===== config.mk =====
export PLATFORM = sky130hd
export DESIGN_NAME = csel_sqrt_adder
export DESIGN_NICKNAME = d
export VERILOG_FILES = /design/src/rtl/csel_pkg.sv /design/src/rtl/csel_pg_setup.sv /design/src/rtl/csel_carry_rail.sv /design/src/rtl/csel_stage.sv /design/src/rtl/csel_sqrt_adder.sv
export SDC_FILE = /design/constraint.sdc
export NUM_CORES = 1
export LEC_CHECK = 0
export BUFFER_PORTS_ARGS = -buffer_cell sky130_fd_sc_hd__clkbuf_2
export CAP_MARGIN = 20
export CORE_UTILIZATION = 54
export DETAILED_ROUTE_END_ITERATION = 6
export PLACE_DENSITY = 0.88
export SETUP_SLACK_MARGIN = 0.2
export SLEW_MARGIN = 25
export SYNTH_ARGS = -nofsm -noshare
export SYNTH_HDL_FRONTEND = slang
export SYNTH_HIERARCHICAL = 1
export SYNTH_SLANG_ARGS = --single-unit

===== constraint.sdc =====
create_clock -name vclk -period 11
set_input_delay 2.2 -clock vclk [all_inputs]
set_output_delay 2.2 -clock vclk [all_outputs]
set_load 0.1 [all_outputs]

===== src/rtl/csel_pkg.sv =====
package csel_pkg;

  // Carry leaving a bit position, given its propagate, generate and carry in.
  function automatic logic carry_next(input logic prop, input logic gen, input logic cin);
    return gen | (prop & cin);
  endfunction

  // Sum bit formed from propagate and the selected carry into the bit.
  function automatic logic sum_bit(input logic prop, input logic cin);
    return prop ^ cin;
  endfunction

endpackage


===== src/rtl/csel_pg_setup.sv =====
module csel_pg_setup #(
  parameter int W = 4
) (
  input  logic [W-1:0] a,
  input  logic [W-1:0] b,
  output logic [W-1:0] prop,
  output logic [W-1:0] gen
);

  for (genvar i = 0; i < W; i++) begin : g_bit
    assign prop[i] = a[i] ^ b[i];
    assign gen[i]  = a[i] & b[i];
  end

endmodule


===== src/rtl/csel_carry_rail.sv =====
module csel_carry_rail
  import csel_pkg::*;
#(
  parameter int W = 4
) (
  input  logic [W-1:0] prop,
  input  logic [W-1:0] gen,
  input  logic         assumed_cin,
  output logic [W:0]   carries
);

  assign carries[0] = assumed_cin;

  for (genvar i = 0; i < W; i++) begin : g_ripple
    assign carries[i+1] = carry_next(prop[i], gen[i], carries[i]);
  end

endmodule


===== src/rtl/csel_stage.sv =====
module csel_stage
  import csel_pkg::*;
#(
  parameter int W = 4
) (
  input  logic [W-1:0] a,
  input  logic [W-1:0] b,
  input  logic         sel_carry,
  output logic [W-1:0] sum,
  output logic         stage_cout
);

  logic [W-1:0] prop;
  logic [W-1:0] gen;
  logic [W:0]   rail_zero;
  logic [W:0]   rail_one;
  logic [W:0]   rail_pick;

  csel_pg_setup #(.W(W)) u_setup (
    .a    (a),
    .b    (b),
    .prop (prop),
    .gen  (gen)
  );

  csel_carry_rail #(.W(W)) u_rail0 (
    .prop        (prop),
    .gen         (gen),
    .assumed_cin (1'b0),
    .carries     (rail_zero)
  );

  csel_carry_rail #(.W(W)) u_rail1 (
    .prop        (prop),
    .gen         (gen),
    .assumed_cin (1'b1),
    .carries     (rail_one)
  );

  assign rail_pick  = sel_carry ? rail_one : rail_zero;
  assign stage_cout = rail_pick[W];

  for (genvar i = 0; i < W; i++) begin : g_sum
    assign sum[i] = sum_bit(prop[i], rail_pick[i]);
  end

  always_comb begin
    AST_RAIL_ORDER: assert ((rail_zero & ~rail_one) == '0);
    if (&prop) begin
      AST_FULL_PROPAGATE: assert (rail_one[W] && !rail_zero[W]);
    end
    if (gen[W-1]) begin
      AST_TOP_GENERATE: assert (rail_zero[W] && rail_one[W]);
    end
  end

endmodule


===== src/rtl/csel_sqrt_adder.sv =====
module csel_sqrt_adder #(
  parameter int WIDTH  = 20,
  parameter int NSTAGE = 5,
  parameter int STAGE_W [NSTAGE] = '{2, 3, 4, 5, 6}
) (
  input  logic [WIDTH-1:0] op_a,
  input  logic [WIDTH-1:0] op_b,
  input  logic             carry_in,
  output logic [WIDTH-1:0] sum,
  output logic             carry_out
);

  function automatic int stage_lo(input int k);
    int acc;
    acc = 0;
    for (int i = 0; i < k; i++) acc += STAGE_W[i];
    return acc;
  endfunction

  localparam int TOTAL_W = stage_lo(NSTAGE);
  localparam int LOW_W   = STAGE_W[0];

  if (TOTAL_W != WIDTH) begin : g_bad_widths
    $error("stage widths do not add up to WIDTH");
  end

  // link[k] is the real carry entering stage k; link[NSTAGE] leaves the word.
  logic [NSTAGE:0] link;
  assign link[0] = carry_in;

  for (genvar k = 0; k < NSTAGE; k++) begin : g_stage
    localparam int LO = stage_lo(k);
    localparam int SW = STAGE_W[k];
    csel_stage #(.W(SW)) u_stage (
      .a          (op_a[LO +: SW]),
      .b          (op_b[LO +: SW]),
      .sel_carry  (link[k]),
      .sum        (sum[LO +: SW]),
      .stage_cout (link[k+1])
    );
  end

  assign carry_out = link[NSTAGE];

  logic [WIDTH:0] behav_total;
  logic [LOW_W:0] behav_low;
  assign behav_total = {1'b0, op_a} + {1'b0, op_b} + {{WIDTH{1'b0}}, carry_in};
  assign behav_low   = {1'b0, op_a[LOW_W-1:0]} + {1'b0, op_b[LOW_W-1:0]}
                     + {{LOW_W{1'b0}}, carry_in};

  always_comb begin
    AST_TOTAL_SUM: assert ({carry_out, sum} == behav_total);
    AST_LOW_STAGE: assert (sum[LOW_W-1:0] == behav_low[LOW_W-1:0]);
  end

endmodule


After elaboration in Yosys (flattened, before gate mapping)
Cells that the tools add are included.

word-level totals
  logic and storage cells = 130
  register bits after elaboration = 0
  input bits = 41
  bits in latches = 0
  memories = 0
  output and inout bits = 21
  bits in read-only memories = 0
  bits in writable memories = 0

operators by class
  eq/ne operators = 0
  shift operators = 0
  order comparisons = 0
  multipliers = 0
  bitwise gates (word level) = 125
  divide/modulo/power cells = 0
  add/sub/neg operators = 0
  reductions and logical operators = 0
  multiplexer cells = 5

operators by type and width
  cell           count
  $and A1 B1 Y1  50
  $xor A1 B1 Y1  40
  $or A1 B1 Y1   35
  $mux W7        1
  $mux W6        1
  $mux W5        1
  $mux W4        1
  $mux W3        1

Longest topological paths before layout
  depth in word-level cells = 14
  gate-level depth with buffers = 12
  mapped depth without buffers = 9

By module
Netlist, hierarchy kept.

modules (own cells, without submodules)
  module                                            cells an instance  area an instance (µm²)  sequential area each (µm²)  instances
  csel_carry_rail (g_stage[3].u_stage.u_rail0 ...)  12                 93.8                    0.0                         2
  csel_carry_rail (g_stage[4].u_stage.u_rail0 ...)  11                 80.1                    0.0                         2
  csel_stage (g_stage[4].u_stage)                   16                 142.6                   0.0                         1
  csel_stage (g_stage[3].u_stage)                   14                 123.9                   0.0                         1
  csel_stage (g_stage[2].u_stage)                   12                 105.1                   0.0                         1
  csel_carry_rail (g_stage[2].u_stage.u_rail0 ...)  6                  46.3                    0.0                         2
  csel_carry_rail (g_stage[1].u_stage.u_rail0 ...)  5                  38.8                    0.0                         2
  csel_pg_setup (g_stage[4].u_stage.u_setup)        6                  75.1                    0.0                         1
  csel_stage (g_stage[1].u_stage)                   9                  75.1                    0.0                         1
  csel_pg_setup (g_stage[3].u_stage.u_setup)        5                  62.6                    0.0                         1
  csel_stage (g_stage[0].u_stage)                   7                  56.3                    0.0                         1
  csel_pg_setup (g_stage[2].u_stage.u_setup)        4                  50.0                    0.0                         1
  csel_carry_rail (g_stage[0].u_stage.u_rail0 ...)  3                  22.5                    0.0                         2
  csel_pg_setup (g_stage[1].u_stage.u_setup)        3                  37.5                    0.0                         1
  csel_pg_setup (g_stage[0].u_stage.u_setup)        2                  25.0                    0.0                         1

Worst setup path after synthesis
No wires, ideal clock.

  kind = input-to-output
  start point = input op_a[0]
  end point = output sum[15]
  path slack = 2.708 ns
  required time = 8.800 ns
  stages on the path = 12
  path buffers = 3
  data arrival time = 6.092 ns
  cell sequence = ha_1 a21o_1 a21o_1 mux2_2 mux2_2 buf_6 mux2_2 buf_6 mux2_2 buf_6 mux2i_1 xnor2_1

between the ends
  cells in the longest elaborated chain, start to end = 10
  elaborated cells on any way between the ends = 13
  those cells by class = mux (5); bitwise (8)

ends and longest elaborated chain
  element                                                line                                      RTL
  from (decl)                                            csel_sqrt_adder.sv:6                      input logic [WIDTH-1:0] op_a,
  $and A1 B1 Y1 / $xor A1 B1 Y1 (equally long branches)  csel_pg_setup.sv:12, csel_pg_setup.sv:11
  $or A1 B1 Y1 (*)                                       csel_pkg.sv:5                             return gen | (prop & cin);
  via g_stage[0].u_stage.rail_one[1]                     csel_stage.sv:16                          logic [W:0] rail_one;
  $and A1 B1 Y1 (*)                                      csel_pkg.sv:5
  $or A1 B1 Y1 (*)                                       csel_pkg.sv:5
  via g_stage[0].u_stage.rail_one[2]                     csel_stage.sv:16
  $mux W3 (*)                                            csel_stage.sv:40                          assign rail_pick = sel_carry ? rail_one : rail_zero;
  via link[1]                                            csel_sqrt_adder.sv:28                     logic [NSTAGE:0] link;
  $mux W4 (*)                                            csel_stage.sv:40
  via link[2]                                            csel_sqrt_adder.sv:28
  $mux W5 (*)                                            csel_stage.sv:40
  via link[3]                                            csel_sqrt_adder.sv:28
  $mux W6 (*)                                            csel_stage.sv:40
  via link[4]                                            csel_sqrt_adder.sv:28
  $mux W7 (*)                                            csel_stage.sv:40
  $xor A1 B1 Y1 (*)                                      csel_pkg.sv:10                            return prop ^ cin;
  to (decl)                                              csel_sqrt_adder.sv:9                      output logic [WIDTH-1:0] sum,

Mark *: on every way through the listed nets, which the timed path passes. The rest lies on a longest branch.

Worst setup path after layout
  start point = input op_a[0]
  end point = output sum[19]

between the ends
  cells in the longest elaborated chain, start to end = 10
  elaborated cells on any way between the ends = 13
  those cells by class = mux (5); bitwise (8)

ends and longest elaborated chain
  element                             line                   RTL
  $xor A1 B1 Y1                       csel_pg_setup.sv:11    assign prop[i] = a[i] ^ b[i];
  via g_stage[0].u_stage.prop[0]      csel_stage.sv:13       logic [W-1:0] prop;
  $or A1 B1 Y1                        csel_pkg.sv:5
  via g_stage[0].u_stage.rail_one[1]  csel_stage.sv:16
  $and A1 B1 Y1                       csel_pkg.sv:5
  $or A1 B1 Y1                        csel_pkg.sv:5
  via g_stage[0].u_stage.rail_one[2]  csel_stage.sv:16
  $mux W3                             csel_stage.sv:40
  via link[1]                         csel_sqrt_adder.sv:28
  $mux W4                             csel_stage.sv:40
  via link[2]                         csel_sqrt_adder.sv:28
  $mux W5                             csel_stage.sv:40
  via link[3]                         csel_sqrt_adder.sv:28
  $mux W6                             csel_stage.sv:40
  via link[4]                         csel_sqrt_adder.sv:28
  $mux W7                             csel_stage.sv:40
  $xor A1 B1 Y1                       csel_pkg.sv:10

The timed path passes the listed nets, and every way through them passes these cells.

==> results.py <==
metrics = {
    "grt": {
        "grt_max_degree": 8,
        "grtUsageTotal": 0.197,
        "grt_pass1_vias": 1114,
        "grt_pass1_wl_um": 4230,
        "antenna_found_initial": 0,
        "overflow": 0,
    },
    "timing": {
        "timing.hold.ws_ns": 5.08,
        "maxSlewViolCount": 0,
        "final.setup.tns_ns": 0,
        "rsz0062_at_grt": "no",
        "min_period_over_period": 0.688,
        "finalSetupViolCount": 0,
        "worst_pin_slew_ns": 0.547,
        "max_freq_mhz": 132,
        "setup_slack_ns": 3.44,
        "relSlewSlack": 0.637,
        "hold_viol": 0,
        "finalCriticalPeriod_ns": 7.56,
    },
    "layout": {
        "final_common_cell": "clkbuf_2",
        "nClkBuffers": 0,
        "final_cell_area_um2": 1600,
        "fin_cells": 241,
        "final_util": 0.709,
        "seq_cell_count": 0,
        "final_nets": 276,
        "final-seq-area_um2": 0,
        "layout-drive-gt1-share": 0.371,
        "syn_to_final_growth_pct": 21.4,
        "insertedDiodeCount": 0,
        "final_cell_mix": "62 x clkbuf_2, 30 x a21o_1, 22 x conb_1",
    },
    "route": {
        "drtPass1Iterations": 4,
        "ant_nets": 0,
        "drc": 0,
        "wl_per_cell_um": 10.6,
        "drt_iter0_markers": 7,
        "drt_wl_total_um": 2560,
        "vias_per_cell": 5.15,
        "vias": 1240,
    },
    "floorplanning": {
        "core_area_um2": 2250,
        "fp-row-count": 17,
        "io_pins": 62,
        "fp.dieH_um": 51.4,
        "start_util": 0.584,
        "die_w_um": 51.4,
        "die_area_um2": 2640,
    },
    "power": {
        "p_per_area_nw_per_um2": 178,
        "total_power_mw": 0.284,
        "peakVddDrop_uv": 141,
        "p_leak_nw": 0.981,
    },
    "worst_hold_path": {
        "hold_depth": 4,
        "hp-class": "in -> out",
    },
    "yosys": {
        "syn_area_per_cell_um2": 8.66,
        "syn-cell-area_um2": 1320,
        "seq_area_frac_synth": 0,
        "ys_types": 22,
        "yosys_warnings": 6,
        "synth_area_leader_cell": "ha_1",
        "syn_inst": 152,
        "synthTopCellsByArea": "ha_1 19%, a21o_1 17%, mux2i_1 15%",
        "synth_top_area_share": 0.190,
    },
    "run": {
        "drv_cap": 0,
    },
    "placed_design": {
        "place_ws_ns": 3.44,
        "dp.cells": 241,
        "gp_congestion": 0.738,
        "portBuffers": 62,
        "dp_hpwl_um": 2320,
        "dpl_cell_area_um2": 1600,
    },
    "clock_tree": {
        "postCtsSetupRepairBufs": 0,
        "holdBufCountCts": 0,
        "ctsResizeCount": 0,
    },
    "run_status": {
        "status": "finished, final reports clean",
    },
    "critical_path": {
        "path_class": "in -> out",
        "critPathRequiredTime_ns": 8.80,
        "cp.arrival_ns": 5.36,
        "worst_setup_path_start_kind": "input port",
        "crit_fanout": 7,
        "end_kind": "primary output",
    },
}
[layer usage]
layer	vias to the layer above	wire [um]	global-route usage	part of all wire
met5	-	0	0	0
met4	0	14	0.0135	0.0055
met3	2	114	0	0.045
met2	42	1270	0.405	0.50
met1	545	1160	0.230	0.45
li1	651	-	-	-
[synth_stat cells]
| cell | count |
|---|---|
| a211o_1 | 2 |
| a21boi_2 | 2 |
| a21o_1 | 30 |
| a21o_2 | 2 |
| a21oi_1 | 4 |
| a21oi_2 | 2 |
| a31o_1 | 6 |
| buf_4 | 10 |
| buf_6 | 3 |
| conb_1 | 10 |
| ha_1 | 20 |
| mux2_2 | 5 |
| mux2i_1 | 20 |
| nand2b_2 | 2 |
| nand3_1 | 2 |
| nand3_2 | 2 |
| nand4_1 | 2 |
| nor2_1 | 2 |
| nor3_1 | 2 |
| o211ai_2 | 2 |
| or2_1 | 2 |
| xnor2_1 | 20 |
[layout make-up]
cell class | count | area [um2]
fillers | 188 | 657
repair buffers | 62 | 310
multi-input cells | 151 | 1250
well taps | 28 | 35.0
[critical path, cell delays in order]
cell	delay, ns
clkbuf_2	0.08
ha_1	0.33
a21o_1	0.20
a21o_1	0.17
mux2_2	0.32
mux2_2	0.33
mux2_2	0.44
mux2_2	0.39
mux2i_1	0.29
xnor2_1	0.14
clkbuf_2	0.47
[report_power, final]
group | leakage (nW) | switching, mW | internal [mW]
Sequential | 0 | 0 | 0
Clock | 0 | 0 | 0
Combinational | 0.981 | 0.218 | 0.0654
[cell families (layout without fill, tap and decap cells)]
group                    Yosys count  after routing  synth area share
adder cells (fa/ha/maj)           20             20             0.190
AND/OR/NAND/NOR                   14             14            0.0684
AO/OA/AOI/OAI                     50             50             0.302
multiplexers                      25             25             0.195
XOR/XNOR                          20             20             0.133
other                             10             22            0.0285
buffers and inverters             13             62            0.0827
[worst paths after layout]
path                 from      end  slack (ns)
setup / recovery  op_a[0]  sum[19]        3.44
hold / removal    op_b[2]   sum[2]        5.08
Power figures use the tool's default switching activity.
